<file path="config.mk">
export PLATFORM = sky130hd
export DESIGN_NAME = lftick_gen
export DESIGN_NICKNAME = d
export VERILOG_FILES = /design/src/rtl/lftick_pkg.sv /design/src/rtl/lftick_ctrl.sv /design/src/rtl/lftick_dpath.sv /design/src/rtl/lftick_gen.sv
export SDC_FILE = /design/constraint.sdc
export NUM_CORES = 1
export LEC_CHECK = 0
export BUFFER_PORTS_ARGS = -buffer_cell sky130_fd_sc_hd__buf_4
export CORE_MARGIN = 2
export CORE_UTILIZATION = 45
export DETAILED_ROUTE_END_ITERATION = 7
export GPL_ROUTABILITY_DRIVEN = 0
export PLACE_DENSITY = 0.76
export REMOVE_ABC_BUFFERS = 1
export SETUP_SLACK_MARGIN = 0.02
export SLEW_MARGIN = 30
export SYNTH_ARGS = -nofsm -noshare
export SYNTH_HDL_FRONTEND = slang
export SYNTH_SLANG_ARGS = --single-unit
</file>
<file path="constraint.sdc">
create_clock -name clk -period 2.45 [get_ports clk]
set_input_delay 0.3675 -clock clk [delete_from_list [all_inputs] [get_ports clk]]
set_output_delay 0.3675 -clock clk [all_outputs]
set_load 0.02 [all_outputs]
</file>
<file path="src/rtl/lftick_pkg.sv">
package lftick_pkg;

  // register select on the write port
  typedef enum logic {
    SEL_DIV = 1'b0,
    SEL_CFG = 1'b1
  } regSel_e;

  // strobes from control to datapath
  typedef struct packed {
    logic lfRise;     // rising edge of selected slow clock
    logic capTake;    // capture now
    logic capDisarm;  // capture disabled, forget previous sample
  } strobe_t;

  // configuration field positions
  localparam int CFG_W       = 6;
  localparam int CFG_XTAL_LO = 3;
  localparam int CFG_PEN     = 2;
  localparam int CFG_PFQ_LO  = 0;

endpackage

</file>
<file path="src/rtl/lftick_ctrl.sv">
module lftick_ctrl
  import lftick_pkg::*;
#(
  parameter int          DIV_W     = 8,
  parameter int          HALF_UNIT = 2,
  parameter logic [7:0]  DIV_RST   = 8'h03,
  parameter logic [5:0]  CFG_RST   = 6'h27
) (
  input  logic             clk,
  input  logic             rstN,
  input  logic             xtalOk,
  input  logic             rcClk,
  input  logic             calIn,
  input  logic             capEn,
  input  logic             wrEn,
  input  logic             wrSel,
  input  logic [7:0]       wrData,
  output logic [DIV_W-1:0] divReg,
  output logic [CFG_W-1:0] cfgReg,
  output logic             lfPhase,
  output strobe_t          strb
);

  localparam int MAX_HALF = HALF_UNIT * 64;
  localparam int PRES_W   = $clog2(MAX_HALF + 1);

  // register file
  always_ff @(posedge clk or negedge rstN) begin
    if (!rstN) begin
      divReg <= DIV_W'(DIV_RST);
      cfgReg <= CFG_RST;
    end else if (wrEn) begin
      if (regSel_e'(wrSel) == SEL_DIV) divReg <= DIV_W'(wrData);
      else                             cfgReg <= wrData[CFG_W-1:0];
    end
  end

  // generated slow clock: half period from configuration
  logic [PRES_W-1:0] xtalMul;
  logic [PRES_W-1:0] scaled;
  logic [PRES_W-1:0] halfLen;
  logic [PRES_W-1:0] presCnt;
  logic              xLf;

  always_comb begin
    xtalMul = PRES_W'(cfgReg[CFG_XTAL_LO +: 3]) + PRES_W'(1);
    scaled  = cfgReg[CFG_PEN] ? (xtalMul << cfgReg[CFG_PFQ_LO +: 2]) : xtalMul;
    halfLen = PRES_W'(scaled * PRES_W'(HALF_UNIT));
  end

  always_ff @(posedge clk or negedge rstN) begin
    if (!rstN) begin
      presCnt <= '0;
      xLf     <= 1'b0;
    end else if (presCnt >= halfLen - PRES_W'(1)) begin
      presCnt <= '0;
      xLf     <= ~xLf;
    end else begin
      presCnt <= presCnt + PRES_W'(1);
    end
  end

  // synchronizers
  logic rcMeta, rcSync;
  logic calMeta, calSync, calPrev;

  always_ff @(posedge clk or negedge rstN) begin
    if (!rstN) begin
      rcMeta  <= 1'b0;
      rcSync  <= 1'b0;
      calMeta <= 1'b0;
      calSync <= 1'b0;
      calPrev <= 1'b0;
    end else begin
      rcMeta  <= rcClk;
      rcSync  <= rcMeta;
      calMeta <= calIn;
      calSync <= calMeta;
      calPrev <= calSync;
    end
  end

  // source select and edge detection
  logic lfLevel, lfPrev;
  assign lfLevel = xtalOk ? xLf : rcSync;
  assign lfPhase = lfLevel;

  always_ff @(posedge clk or negedge rstN) begin
    if (!rstN) lfPrev <= 1'b0;
    else       lfPrev <= lfLevel;
  end

  always_comb begin
    strb.lfRise    = lfLevel & ~lfPrev;
    strb.capTake   = capEn & calSync & ~calPrev;
    strb.capDisarm = ~capEn;
  end

  AST_RC_PHASE: assert property (@(posedge clk) disable iff (!rstN)
    (!xtalOk && $past(!xtalOk)) |-> (lfPhase == $past(rcMeta)));

endmodule

</file>
<file path="src/rtl/lftick_dpath.sv">
module lftick_dpath
  import lftick_pkg::*;
#(
  parameter int         DIV_W   = 8,
  parameter int         CAP_W   = 16,
  parameter logic [7:0] DIV_RST = 8'h03
) (
  input  logic             clk,
  input  logic             rstN,
  input  strobe_t          strb,
  input  logic [DIV_W-1:0] divReg,
  output logic             tick,
  output logic [CAP_W-1:0] capValue,
  output logic [CAP_W-1:0] capDiff,
  output logic             capValid
);

  // tick divider
  logic [DIV_W-1:0] cnt;
  logic [DIV_W-1:0] activeDiv;

  always_ff @(posedge clk or negedge rstN) begin
    if (!rstN) begin
      cnt       <= '0;
      activeDiv <= DIV_W'(DIV_RST);
      tick      <= 1'b0;
    end else begin
      tick <= 1'b0;
      if (strb.lfRise) begin
        if (cnt >= activeDiv) begin
          cnt       <= '0;
          tick      <= 1'b1;
          activeDiv <= divReg;
        end else begin
          cnt <= cnt + DIV_W'(1);
        end
      end
    end
  end

  // free-running counter and capture
  logic [CAP_W-1:0] freeCnt;
  logic             armed;

  always_ff @(posedge clk or negedge rstN) begin
    if (!rstN) freeCnt <= '0;
    else       freeCnt <= freeCnt + CAP_W'(1);
  end

  always_ff @(posedge clk or negedge rstN) begin
    if (!rstN) begin
      armed    <= 1'b0;
      capValue <= '0;
      capDiff  <= '0;
      capValid <= 1'b0;
    end else begin
      capValid <= 1'b0;
      if (strb.capDisarm) begin
        armed <= 1'b0;
      end else if (strb.capTake) begin
        capValue <= freeCnt;
        armed    <= 1'b1;
        if (armed) begin
          capDiff  <= freeCnt - capValue;
          capValid <= 1'b1;
        end
      end
    end
  end

  AST_TICK_SINGLE: assert property (@(posedge clk) disable iff (!rstN)
    tick |=> !tick);
  AST_CNT_BOUND: assert property (@(posedge clk) disable iff (!rstN)
    cnt <= activeDiv);
  AST_DIV_AT_BOUNDARY: assert property (@(posedge clk) disable iff (!rstN)
    (activeDiv != $past(activeDiv)) |-> tick);
  AST_VALID_SINGLE: assert property (@(posedge clk) disable iff (!rstN)
    capValid |=> !capValid);
  AST_VALID_NEEDS_EN: assert property (@(posedge clk) disable iff (!rstN)
    capValid |-> $past(!strb.capDisarm));

endmodule

</file>
<file path="src/rtl/lftick_gen.sv">
module lftick_gen
  import lftick_pkg::*;
#(
  parameter int HALF_UNIT = 2,
  parameter int DIV_W     = 8,
  parameter int CAP_W     = 16
) (
  input  logic             clk,
  input  logic             rstN,
  input  logic             xtalOk,
  input  logic             rcClk,
  input  logic             calIn,
  input  logic             capEn,
  input  logic             wrEn,
  input  logic             wrSel,
  input  logic [7:0]       wrData,
  output logic [DIV_W-1:0] divValue,
  output logic [5:0]       cfgValue,
  output logic             lfPhase,
  output logic             tick,
  output logic [CAP_W-1:0] capValue,
  output logic [CAP_W-1:0] capDiff,
  output logic             capValid
);

  strobe_t strb;

  lftick_ctrl #(
    .DIV_W(DIV_W), .HALF_UNIT(HALF_UNIT), .DIV_RST(8'h03), .CFG_RST(6'h27)
  ) uCtrl (
    .clk(clk), .rstN(rstN), .xtalOk(xtalOk), .rcClk(rcClk), .calIn(calIn),
    .capEn(capEn), .wrEn(wrEn), .wrSel(wrSel), .wrData(wrData),
    .divReg(divValue), .cfgReg(cfgValue), .lfPhase(lfPhase), .strb(strb)
  );

  lftick_dpath #(
    .DIV_W(DIV_W), .CAP_W(CAP_W), .DIV_RST(8'h03)
  ) uDpath (
    .clk(clk), .rstN(rstN), .strb(strb), .divReg(divValue),
    .tick(tick), .capValue(capValue), .capDiff(capDiff), .capValid(capValid)
  );

endmodule

</file>
==> PnR_summary.wiki, run 1 <==
{| class="wikitable"
! Metric !! Value
|-
| Result of the run || complete, but fails checks
|-
| Violations in the final reports || negative setup slack
|-
| Routed vias/inst || 5.25
|-
| IO buf count || between 60 and 70
|-
| Clock skew after layout || 0.00561 ns
|-
| Number of different library cells in the post-synthesis netlist || 53
|-
| DP HPWL || ~8100 um
|-
| Final net count || 630
|-
| Util after Layout || 57.3%
|-
| Die Height || between 100 and 150 um
|-
| Critical Path Slowest Stage Cell || sky130_fd_sc_hd__dfrtp_1
|-
| Proportion of register bits with asynchronous set or reset after synthesis || 100%
|-
| Max frequency || 395 MHz
|-
| Final design area excluding fillers || around 6300 um2
|-
| Antenna diode count || 0
|-
| Commonest non-fill, non-tap cells in the layout || 88 x sky130_fd_sc_hd__dfrtp_1, 86 x sky130_fd_sc_hd__buf_4, 61 x sky130_fd_sc_hd__nand2_1
|-
| Power density over cell area || between 800 and 900 nW/um2
|-
| Arrival time worst endpoint || approximately 2.8 ns
|-
| Largest driver fanout on the critical path || 5
|-
| Worst-margin pin slew || roughly 0.46 ns
|-
| Register Area || 2410 um2
|-
| Area of the die || 12100 um2
|-
| Setup CP Type || register to register
|-
| Number of global-route vias before repair || slightly below 4k
|-
| Most frequently used flop master after synthesis || sky130_fd_sc_hd__dfrtp_1
|-
| Post-synthesis area per instance || roughly 10 um2
|-
| TritonCTS clock tree || yes
|-
| Number of placed instances with taps included || 701
|-
| Grt ovf || 0
|-
| Antenna-violating nets left || 0
|-
| Initial cell density of the core || 46.4%
|-
| Final instance count without filler cells || about 720
|-
| Routed vias || approximately 3.8k
|-
| TritonCTS sink count || 96
|-
| Total power draw || roughly 5.4 mW
|-
| Max Buffers Root-to-Sink || 2
|-
| #FFs+latches synth || 96
|-
| Element type at the critical path start || register
|-
| Global-route wire length before repair || ~18000 um
|-
| CTS buffer count || 9
|-
| Number of standard cells after synthesis || a little under 500
|-
| Ys Warns || 0
|-
| WP data required || between 2 and 3 ns
|-
| Overall fraction of global-route tracks in use || between 15 and 20%
|-
| Post-synthesis sequential area ratio || around 48%
|-
| Max-cap violations || 0
|-
| Worst hold slack || around 0.12 ns
|-
| Layout overhead on the synthesized area || 23.4%
|-
| Time the final worst path needs with I/O delays and setup || ~2.5 ns
|-
| Maximum number of pins on one net before global-route repair || 35
|-
| Most common cell after layout, fill and taps aside || sky130_fd_sc_hd__dfrtp_1
|-
| Iteration count of the initial detailed-routing pass || 5
|-
| Worst slack at placement || -0.254 ns
|-
| Stage delay of the slowest cell on the critical path || about 0.4 ns
|-
| Cell area after synthesis || 5070 um2
|-
| Level count of the clock H-tree || 3
|-
| Clk root buf || sky130_fd_sc_hd__clkbuf_16
|-
| Maximum resistive drop on vdd || 0.465 mV
|-
| Total number of placement rows || 38
|-
| Ordered list of cells on the worst path || ha_4 > nor2_4 > a21oi_2 > buf_4 > a221oi_4 > and3_4 > xor2_1 > ha_1 > o21a_1 > a21oi_2 > o21ai_4 > xor2_1
|-
| Top Family by Delay on Critical Path || compound AO/OA/AOI/OAI gates
|-
| Remaining DRCs || 0
|-
| Hold/Removal Path Class || input port to register
|-
| Final worst-path cycle share || 103%
|-
| Combined area of the multi-input logic cells || 2610 um2
|-
| Final sum of negative setup slack || -0.293 ns
|-
| Total setup violations reported at the end of the flow || 5
|-
| I/O pin cnt || 65
|-
| Clock insertion delay at the later pin of the skew report || approximately 0.35 ns
|-
| Number of synthesized flops with an enable pin || 0
|-
| Final worst setup slack || -0.0791 ns
|-
| Register clock-pin slew on the reported worst setup and hold paths || approximately 0.070 ns
|-
| DRT iter0 DRCs || 67
|-
| Endpoint type of the worst setup path || register
|-
| Average detailed-routed wire length per instance || ~15 um
|-
| Static power due to leakage || approximately 3 nW
|-
| Filler cell count || roughly 930
|-
| Core Box Area || 10900 um2
|-
| Instance area at placement || 5810 um2
|-
| Overall routed net length || around 11000 um
|-
| Final Max Tran Viols || 0
|-
| Slew headroom || around 69%
|-
| Number of endpoints with negative hold slack in the final report || 0
|-
| X dimension of the die || between 100 and 150 um
|-
| Critical path buffer and inverter count || 1
|-
| Initial antenna violation count || 0
|-
| Layout cells sized above 1 || a little under 30%
|-
| RSZ-0062 raised after global routing || yes
|}
==> area by class of cell <==
type,count,area share (%)
Inverter,32,1.92
Sequential cell,96,38.5
Timing Repair Buffer,87,10.5
Clock inverter,7,1.08
Clock buffer,9,3.60
Multi-Input combinational cell,352,41.6
Tap cell,140,2.80
==> sequential cells by signal, summed over array words and instances, names as in the netlist <==
register	cells
uCtrl.calMeta	1
uCtrl.calPrev	1
uCtrl.calSync	1
uCtrl.cfgReg	6
uCtrl.divReg	8
uCtrl.lfPrev	1
uCtrl.presCnt	8
uCtrl.rcMeta	1
uCtrl.rcSync	1
uCtrl.xLf	1
uDpath.activeDiv	8
uDpath.armed	1
uDpath.capDiff	16
uDpath.capValid	1
uDpath.capValue	16
uDpath.cnt	8
uDpath.freeCnt	16
uDpath.tick	1
==> path summary, 6_finish.rpt <==
kind | start | end | slack, ns | cells after the start
worst min register to register | uCtrl.calMeta | uCtrl.calSync | 0.36 | 0
worst max register to register | uCtrl.cfgReg[4] | uCtrl.xLf | -0.08 | 12
worst max-delay path | uCtrl.cfgReg[4] | uCtrl.xLf | -0.08 | 12
max in group asynchronous | rstN | uCtrl.presCnt[5] | 1.33 | 3
worst min-delay path | calIn | uCtrl.calMeta | 0.12 | 1
min in group asynchronous | rstN | uCtrl.cfgReg[4] | 0.50 | 2
==> Yosys cell counts, types with 2 or more instances <==
master | count | share of area [%]
sky130_fd_sc_hd__o311ai_0 | 2 | 0.35
sky130_fd_sc_hd__o211ai_1 | 3 | 0.44
sky130_fd_sc_hd__mux2i_1 | 5 | 0.99
sky130_fd_sc_hd__nand2_1 | 62 | 4.6
sky130_fd_sc_hd__dfrtp_1 | 88 | 43
sky130_fd_sc_hd__nand4_1 | 3 | 0.37
sky130_fd_sc_hd__nor2_1 | 29 | 2.1
sky130_fd_sc_hd__o21ai_1 | 4 | 0.39
sky130_fd_sc_hd__a31oi_1 | 4 | 0.49
sky130_fd_sc_hd__inv_1 | 32 | 2.4
sky130_fd_sc_hd__nor3_1 | 5 | 0.49
sky130_fd_sc_hd__buf_6 | 2 | 0.44
sky130_fd_sc_hd__mux2_2 | 27 | 6.0
sky130_fd_sc_hd__nand2b_1 | 4 | 0.49
sky130_fd_sc_hd__o21ai_0 | 33 | 3.3
sky130_fd_sc_hd__xnor2_1 | 22 | 3.8
sky130_fd_sc_hd__buf_2 | 2 | 0.20
sky130_fd_sc_hd__a22o_1 | 4 | 0.69
sky130_fd_sc_hd__o31ai_1 | 2 | 0.30
sky130_fd_sc_hd__xor2_1 | 17 | 2.9
sky130_fd_sc_hd__dfstp_2 | 8 | 4.1
sky130_fd_sc_hd__o21bai_1 | 2 | 0.30
sky130_fd_sc_hd__a21oi_2 | 2 | 0.35
sky130_fd_sc_hd__clkbuf_1 | 7 | 0.52
sky130_fd_sc_hd__ha_1 | 35 | 8.6
sky130_fd_sc_hd__nand3_1 | 16 | 1.6
sky130_fd_sc_hd__a21oi_1 | 15 | 1.5
sky130_fd_sc_hd__and2_1 | 2 | 0.25
sky130_fd_sc_hd__o21a_1 | 4 | 0.59
sky130_fd_sc_hd__a21o_1 | 9 | 1.3
sky130_fd_sc_hd__a211o_1 | 3 | 0.52
sky130_fd_sc_hd__nor2b_1 | 6 | 0.74
sky130_fd_sc_hd__and3_1 | 11 | 1.4
==> cells by family (layout without fill, tap and decap cells) <==
kind of cell               Yosys count  after routing  share of synthesized area [%]
AOI/OAI and AO/OA                  100            101                           13.2
muxes                               32             32                           6.98
buffers and inverters               43            135                           3.53
DFF                                 96             96                           47.5
adders and majority gates           36             36                           9.03
and+or+nand+nor                    144            144                           13.0
xor gates and xnor gates            39             39                           6.73
==> report_power, final <==
part | switching (mW) | internal, mW
Combinational | 1.00 | 0.913
Clock | 0.662 | 0.721
Sequential | 0.245 | 1.90
Total | 1.91 | 3.54
==> what timing repair did <==
item | CTS | global route
cloned | 1 | 0
setup buffers | 3 | 1
hold endpoints to repair | 22 | 0
resized for setup | 17 | 8
hold buffers | 1 | 0
pin swaps | 21 | 5
endpoints found under the setup margin | 9 | 11
==> metal layers <==
| layer | vias up | track usage [%] | routed length (um) |
|---|---|---|---|
| met5 | - | 0 | 0 |
| met4 | 0 | 6.96 | 254 |
| met1 | 1823 | 23.4 | 4720 |
| li1 | 1871 | - | - |
| met3 | 23 | 4.76 | 470 |
| met2 | 78 | 33.6 | 5340 |
Power figures use the tool's default switching activity.
==> run 2, diff against run 1 <==
--- a/config.mk
+++ b/config.mk
@@ -7,13 +7,12 @@
 export LEC_CHECK = 0
 export BUFFER_PORTS_ARGS = -buffer_cell sky130_fd_sc_hd__buf_4
 export CORE_MARGIN = 2
-export CORE_UTILIZATION = 45
+export CORE_UTILIZATION = 52
 export DETAILED_ROUTE_END_ITERATION = 7
 export GPL_ROUTABILITY_DRIVEN = 0
-export PLACE_DENSITY = 0.76
+export PLACE_DENSITY = 0.85
 export REMOVE_ABC_BUFFERS = 1
 export SETUP_SLACK_MARGIN = 0.02
-export SLEW_MARGIN = 30
 export SYNTH_ARGS = -nofsm -noshare
 export SYNTH_HDL_FRONTEND = slang
 export SYNTH_SLANG_ARGS = --single-unit
==> constraint.sdc (replaced) <==
create_clock -name clk -period 2.45 [get_ports clk]
set_input_delay 0.49 -clock clk [delete_from_list [all_inputs] [get_ports clk]]
set_output_delay 0.49 -clock clk [all_outputs]
set_load 0.02 [all_outputs]
==> run 2 against run 1 <==
Against the previous run: worst setup slack got worse by 0.070 ns; first-iteration DRC count increased to 2.6 times the previous value; via count increased by 3.5%; critical endpoint unchanged; critical path type unchanged; the flow still finishes with violations (negative setup slack).
==> PnR_summary.wiki, run 2 (synthesis results as in run 1) <==
{| class="wikitable"
! Metric !! Value
|-
| Result of the run || complete, but fails checks
|-
| Violations in the final reports || negative setup slack
|-
| DP HPWL || 7940 um (-1.9%)
|-
| Clock skew after layout || 0.00986 ns (+0.00424 ns)
|-
| Antenna diode count || 0 (unchanged)
|-
| Fraction of power consumed by sequential logic || 41.2% (+1.7 points)
|-
| Level count of the clock H-tree || 3 (unchanged)
|-
| Layout cells sized above 1 || 28.5% (-0.29 points)
|-
| Most common cell after layout, fill and taps aside || sky130_fd_sc_hd__dfrtp_1
|-
| Fraction of power consumed by the clock network || 19.9% (-5.5 points)
|-
| Worst reg2reg path startpoint || uCtrl.cfgReg[3]
|-
| Fraction of power spent switching nets || 35.4% (+0.42 points)
|-
| I/O pin cnt || 65 (unchanged)
|-
| Arrival time worst endpoint || 2.85 ns (+0.09 ns)
|-
| Area of the die || 10600 um2 (-13%)
|-
| Global-route wire length before repair || 18300 um (+0.30%)
|-
| Worst slack at placement || -0.292 ns (-0.0388 ns)
|-
| Final worst setup slack || -0.149 ns (-0.0699 ns)
|-
| Maximum number of pins on one net before global-route repair || 44 (+26%)
|-
| Grt ovf || 0 (unchanged)
|-
| Routed vias || 3928 (+3.5%)
|-
| Hold Buf Count CTS || 0 (-1)
|-
| Commonest non-fill, non-tap cells in the layout || 88 x sky130_fd_sc_hd__dfrtp_1, 83 x sky130_fd_sc_hd__buf_4, 61 x sky130_fd_sc_hd__nand2_1
|-
| Clock insertion delay at the later pin of the skew report || 0.37 ns (+0.02 ns)
|-
| Element type at the critical path start || register
|-
| Logic gate share of total power || 38.9% (+3.8 points)
|-
| Largest registers in the final layout || uDpath.capDiff: 16 flops, uDpath.capValue: 16 flops, uDpath.freeCnt: 16 flops
|-
| WP data required || 2.70 ns (+0.02 ns)
|-
| TritonCTS clock tree || yes
|-
| Remaining DRCs || 0 (unchanged)
|-
| Total number of placement rows || 36 (-5.3%)
|-
| Setup CP Type || register to register
|-
| Cell internal pwr || 3.37 mW (-4.8%)
|-
| Worst-margin pin slew || 0.471 ns (+0.00870 ns)
|-
| Total power draw || 5.22 mW (-4.2%)
|-
| Final worst-path cycle share || 106% (+2.9 points)
|-
| Core Box Area || 9640 um2 (-12%)
|-
| RSZ-0062 raised after global routing || yes
|-
| TritonCTS sink count || 96 (unchanged)
|-
| Initial antenna violation count || 0 (unchanged)
|-
| Number of global-route vias before repair || 3924 (+0.74%)
|-
| Power density over cell area || 843 nW/um2 (-3.0%)
|-
| Register clock-pin slew on the reported worst setup and hold paths || 0.09 ns (+0.02 ns)
|-
| IO buf count || 64 (unchanged)
|-
| Total setup violations reported at the end of the flow || 9 (+4)
|-
| Max Buffers Root-to-Sink || 2 (unchanged)
|-
| Routed vias/inst || 5.49 (+4.7%)
|-
| Final net count || 629 (-0.16%)
|-
| Average detailed-routed wire length per instance || 15.5 um (+3.8%)
|-
| Layout overhead on the synthesized area || 22.0%
|-
| Time the final worst path needs with I/O delays and setup || 2.60 ns (+0.0699 ns)
|-
| Number of endpoints with negative hold slack in the final report || 0 (unchanged)
|-
| Antenna-violating nets left || 0 (unchanged)
|-
| Endpoint type of the worst setup path || register
|-
| CTS buffer count || 9 (unchanged)
|-
| Maximum resistive drop on vdd || 0.452 mV (-2.7%)
|-
| Largest driver fanout on the critical path || 5 (unchanged)
|-
| Die Height || 103 um (-6.7%)
|-
| Max frequency || 385 MHz (-2.7%)
|-
| Filler cell count || 788 (-15%)
|-
| Overall fraction of global-route tracks in use || 22.1% (+2.7 points)
|-
| Crit. Startpoint || uCtrl.cfgReg[3]
|-
| Overall routed net length || 11100 um (+2.6%)
|-
| Switching power || 1.85 mW (-3.0%)
|-
| Clk root buf || sky130_fd_sc_hd__clkbuf_8
|-
| X dimension of the die || 103 um (-6.7%)
|-
| Initial cell density of the core || 52.6% (+6.2 points)
|-
| Iteration count of the initial detailed-routing pass || 4 (-1)
|-
| Hold/Removal Path Class || input port to async pin
|-
| Static power due to leakage || 3.01 nW (-1.3%)
|-
| DRT iter0 DRCs || 171 (+160%)
|-
| Final Max Tran Viols || 0 (unchanged)
|-
| Slew headroom || 68.6% (-0.34 points)
|-
| Max-cap violations || 0 (unchanged)
|}
==> run 2: cell count changes in the layout (fill, tap and decap cells not counted), sizes merged <==
cell / before / now
clkinv: 0 / 1
dlygate4sd3: 1 / 0
bufinv: 0 / 1
clkbuf: 9 / 13
inv: 38 / 32
==> run 2: cell type report <==
| class | count | area [um2] | area share (%) |
|---|---|---|---|
| Clock buffer | 13 | 149 | 2.41 |
| Clock inverter | 3 | 42.5 | 0.687 |
| Inverter | 32 | 120 | 1.94 |
| Multi-Input combinational cell | 352 | 2630 | 42.5 |
| Sequential cell | 96 | 2410 | 39.0 |
| Tap cell | 133 | 166 | 2.69 |
| Timing Repair Buffer | 86 | 666 | 10.8 |
==> run 2: timing repair <==
item,4_1_cts,5_1_grt
pin swaps,13,16
resized for setup,15,14
setup endpoints to repair,9,11
cloned,1,0
buffers inserted,1,4
==> run 2: per-stage QoR <==
| step | instances | hold slack [ns] | TNS (ns) | util, % | cell area, um2 |
|---|---|---|---|---|---|
| 2_1_floorplan | 479 | 0.194 | -2.37 | - | 5010 |
| 3_3_place_gp | 693 | 0.337 | -1.09 | 60.2 | 5800 |
| 3_5_place_dp | 693 | 0.340 | -2.15 | 60.2 | 5800 |
| 4_1_cts | 711 | 0.0803 | -0.702 | 63.1 | 6080 |
| 5_1_grt | 715 | 0.101 | -1.70 | 64.2 | 6190 |
| 6_report | 715 | 0.0745 | -0.752 | 64.2 | 6190 |
==> run 2: critical path, stage by stage (launching register included) <==
cell	delay (ns)
sky130_fd_sc_hd__dfrtp_1	0.42
sky130_fd_sc_hd__ha_4	0.27
sky130_fd_sc_hd__nor2_4	0.11
sky130_fd_sc_hd__a21oi_4	0.05
sky130_fd_sc_hd__buf_6	0.12
sky130_fd_sc_hd__a221oi_4	0.26
sky130_fd_sc_hd__and3_4	0.24
sky130_fd_sc_hd__a31oi_1	0.09
sky130_fd_sc_hd__a21oi_1	0.15
sky130_fd_sc_hd__ha_1	0.30
sky130_fd_sc_hd__a21oi_4	0.21
sky130_fd_sc_hd__o21ai_4	0.11
sky130_fd_sc_hd__xor2_1	0.17
==> run 2: worst paths after layout <==
check | end | slack (ns) | depth (start not counted)
min | uCtrl.cfgReg[4] | 0.07 | 1
min reg2reg | uCtrl.calSync | 0.36 | 0
max | uCtrl.xLf | -0.15 | 12
max reg2reg | uCtrl.xLf | -0.15 | 12
max in group asynchronous | uDpath.capDiff[3] | 1.76 | 2
min in group clk | uCtrl.calMeta | 0.22 | 1
==> run 2: layer usage <==
metal	track usage, %	vias to the layer above	wire (um)
li1	-	1873	-
met2	38.3	114	5680
met5	0	-	0
met3	4.14	28	447
met1	27.3	1913	4700
met4	9.01	0	244
==> run 2: power by group through the flow <==
| stage | registers [mW] | clock network [mW] | logic, mW |
|---|---|---|---|
| after floorplan | 2.28 | 0 | 0.998 |
| after global placement | 2.15 | 0 | 1.65 |
| after detailed placement | 2.17 | 0 | 1.75 |
| after CTS | 2.14 | 1.05 | 1.94 |
| after global routing | 2.19 | 1.12 | 2.24 |
| final | 2.15 | 1.04 | 2.03 |
==> run 3, diff against run 2 <==
--- a/config.mk
+++ b/config.mk
@@ -6,8 +6,10 @@
 export NUM_CORES = 1
 export LEC_CHECK = 0
 export BUFFER_PORTS_ARGS = -buffer_cell sky130_fd_sc_hd__buf_4
+export CELL_PAD_IN_SITES_DETAIL_PLACEMENT = 1
+export CELL_PAD_IN_SITES_GLOBAL_PLACEMENT = 2
 export CORE_MARGIN = 2
-export CORE_UTILIZATION = 52
+export CORE_UTILIZATION = 34
 export DETAILED_ROUTE_END_ITERATION = 7
 export GPL_ROUTABILITY_DRIVEN = 0
 export PLACE_DENSITY = 0.85
==> run 3 against run 2 <==
Against the previous run: the run still ends with negative setup slack left; die area up 51%; core utilization down 20 points; register-to-register slack worse by 0.02 ns; first-iteration DRC count down 13%; combinational power down 2%; cell count up 7.1%; sequential share of layout area down 1.2 points; worst hold slack worse by 0.060 ns; critical endpoint unchanged; largest power group unchanged.
==> PnR_summary.wiki, run 3 (synthesis results as in run 1) <==
{| class="wikitable"
! Metric !! Value
|-
| Register-to-Register Path Depth || 11 (-1)
|-
| Final instance count without filler cells || 766 (+7.1%)
|-
| Final design area excluding fillers || 6390 um2 (+3.2%)
|-
| Largest registers in the final layout || uDpath.capDiff: 16 flops, uDpath.capValue: 16 flops, uDpath.freeCnt: 16 flops
|-
| Setup CP Type || register to register
|-
| Power density over cell area || 879 nW/um2 (+4.2%)
|-
| Area of the die || 15900 um2 (+51%)
|-
| Cell internal pwr || 3.64 mW (+8.1%)
|-
| Static power due to leakage || 3.08 nW (+2.3%)
|-
| Maximum number of pins on one net before global-route repair || 55 (+25%)
|-
| Overall fraction of global-route tracks in use || 16.7% (-5.4 points)
|-
| DP HPWL || 9170 um (+16%)
|-
| Most common cell after layout, fill and taps aside || sky130_fd_sc_hd__dfrtp_1
|-
| Violations in the final reports || negative setup slack
|-
| Max Buffers Root-to-Sink || 2 (unchanged)
|-
| Layout cells sized above 1 || 29.7% (+1.2 points)
|-
| Total number of placement rows || 44 (+22%)
|-
| IO buf count || 64 (unchanged)
|-
| Number of endpoints with negative hold slack in the final report || 0 (unchanged)
|-
| Average detailed-routed wire length per instance || 16.5 um (+6.5%)
|-
| Layout overhead on the synthesized area || 25.9%
|-
| Total setup violations reported at the end of the flow || 9 (unchanged)
|-
| Result of the run || complete, but fails checks
|-
| Die Height || 126 um (+23%)
|-
| RSZ-0062 raised after global routing || yes
|-
| Arrival time worst endpoint || 2.85 ns (about the same)
|-
| Number of global-route vias before repair || 4333 (+10%)
|-
| End of the worst register-to-register path || uCtrl.xLf
|-
| Final worst-path cycle share || 107% (+0.77 points)
|-
| Antenna diode count || 0 (unchanged)
|-
| Fraction of power consumed by the clock network || 26.1% (+6.2 points)
|-
| Switching power || 1.97 mW (+6.6%)
|-
| Reg2Reg Setup Slack || -0.17 ns (-0.02 ns)
|-
| Initial cell density of the core || 34.9% (-18 points)
|-
| Remaining DRCs || 0 (unchanged)
|-
| Hold/Removal Path Class || input port to async pin
|-
| WP data required || 2.68 ns (-0.02 ns)
|-
| Core Box Area || 14500 um2 (+51%)
|-
| Overall routed net length || 12600 um (+14%)
|-
| CTS buffer count || 9 (unchanged)
|-
| Antenna-violating nets left || 0 (unchanged)
|-
| TritonCTS sink count || 96 (unchanged)
|-
| Filler cell count || 1629 (+110%)
|-
| Worst-margin pin slew || 0.446 ns (-0.0246 ns)
|-
| Max frequency || 382 MHz (-0.72%)
|-
| Final worst setup slack || -0.168 ns (-0.0188 ns)
|-
| Largest driver fanout on the critical path || 5 (unchanged)
|-
| Hold Buf Count CTS || 0 (unchanged)
|-
| Routed vias || 3867 (-1.6%)
|-
| Commonest non-fill, non-tap cells in the layout || 88 x sky130_fd_sc_hd__dfrtp_1, 83 x sky130_fd_sc_hd__buf_4, 59 x sky130_fd_sc_hd__nand2_1
|-
| Total power draw || 5.61 mW (+7.6%)
|-
| Final Max Tran Viols || 0 (unchanged)
|-
| Maximum resistive drop on vdd || 0.390 mV (-14%)
|-
| Clock insertion delay at the later pin of the skew report || 0.35 ns (-0.02 ns)
|-
| Logic gate share of total power || 35.4% (-3.5 points)
|-
| X dimension of the die || 126 um (+23%)
|-
| Worst reg2reg path startpoint || uCtrl.cfgReg[3]
|-
| Iteration count of the initial detailed-routing pass || 4 (unchanged)
|-
| Final net count || 629 (unchanged)
|-
| Level count of the clock H-tree || 3 (unchanged)
|-
| Grt ovf || 0 (unchanged)
|-
| Routed vias/inst || 5.05 (-8.1%)
|-
| Clock skew after layout || 0.00533 ns (-0.00452 ns)
|-
| Max-cap violations || 0 (unchanged)
|-
| Element type at the critical path start || register
|-
| Fraction of power spent switching nets || 35.1% (-0.31 points)
|-
| I/O pin cnt || 65 (unchanged)
|-
| Time the final worst path needs with I/O delays and setup || 2.62 ns (+0.0188 ns)
|-
| Global-route wire length before repair || 21300 um (+17%)
|-
| DRT iter0 DRCs || 148 (-13%)
|-
| Endpoint type of the worst setup path || register
|-
| TritonCTS clock tree || yes
|-
| Instance area at placement || 5880 um2 (+1.4%)
|-
| Register clock-pin slew on the reported worst setup and hold paths || 0.07 ns (-0.02 ns)
|-
| Fraction of power consumed by sequential logic || 38.5% (-2.7 points)
|-
| Number of placed instances with taps included || 746 (+7.6%)
|-
| Slew headroom || 70.0% (+1.4 points)
|-
| Initial antenna violation count || 0 (unchanged)
|-
| Clk root buf || sky130_fd_sc_hd__clkbuf_16
|}
==> run 3: how the worst max path moves through the flow <==
stage | startpoint | end | slack, ns
4_1_cts | uCtrl.cfgReg[4] | uCtrl.xLf | -0.17
5_1_grt | uCtrl.cfgReg[3] | uCtrl.xLf | -0.25
3_3_place_gp | uCtrl.cfgReg[3] | uCtrl.xLf | -0.29
3_5_place_dp | uCtrl.cfgReg[3] | uCtrl.xLf | -0.40
6_report | uCtrl.cfgReg[3] | uCtrl.xLf | -0.17
2_1_floorplan | uCtrl.cfgReg[3] | uCtrl.xLf | -0.37
==> run 3: metrics by stage <==
stage          TNS (ns)  hold WS (ns)  worst slack (ns)  util, %
3_5_place_dp      -3.13         0.344            -0.399     40.5
3_3_place_gp      -1.97         0.339            -0.287     40.5
5_1_grt           -1.71       0.00843            -0.254     43.9
4_1_cts           -1.13       0.00370            -0.171     43.1
6_report         -0.790        0.0143            -0.168     43.9
2_1_floorplan     -2.37         0.194            -0.366        -
==> run 3: critical path, cell delays in order (launching register included) <==
cell	delay, ns
sky130_fd_sc_hd__dfrtp_1	0.42
sky130_fd_sc_hd__ha_4	0.27
sky130_fd_sc_hd__buf_6	0.12
sky130_fd_sc_hd__nor2b_4	0.12
sky130_fd_sc_hd__a21oi_4	0.14
sky130_fd_sc_hd__ha_4	0.23
sky130_fd_sc_hd__ha_4	0.20
sky130_fd_sc_hd__a21o_1	0.17
sky130_fd_sc_hd__a211o_1	0.33
sky130_fd_sc_hd__a21oi_4	0.23
sky130_fd_sc_hd__o21ai_4	0.11
sky130_fd_sc_hd__xor2_1	0.15
==> run 3: power groups by stage <==
stage	clock [mW]	sequential, mW	combinational [mW]
5_1_grt	1.57	2.21	2.23
6_report	1.47	2.16	1.99
3_5_place_dp	0	2.18	1.79
2_1_floorplan	0	2.28	0.998
4_1_cts	1.52	2.16	1.89
3_3_place_gp	0	2.16	1.70
==> run 3: metal layers <==
metal | wire [um] | share of wire [%] | track usage, %
met5 | 0 | 0 | 0
met4 | 136 | 1.1 | 4.27
met3 | 445 | 3.5 | 4.16
met2 | 6680 | 53 | 30.7
met1 | 5370 | 43 | 19.3
==> run 3: layout make-up <==
| cell class | count | area, um2 | share of cell area (%) |
|---|---|---|---|
| repair buffers | 86 | 666 | 10.4 |
| inverters | 32 | 120 | 1.88 |
| flip-flops and latches | 96 | 2410 | 37.8 |
| well taps | 184 | 230 | 3.60 |
| clock buffers | 9 | 225 | 3.53 |
| clock inverters | 7 | 78.8 | 1.23 |
| multi-input cells | 352 | 2660 | 41.6 |
==> run 3: timing repair <==
item	in CTS	in global routing
cloned	1	0
endpoints found under the hold margin	0	0
pin swaps	12	15
setup buffers	0	3
resized for setup	14	22
setup endpoints to repair	9	11
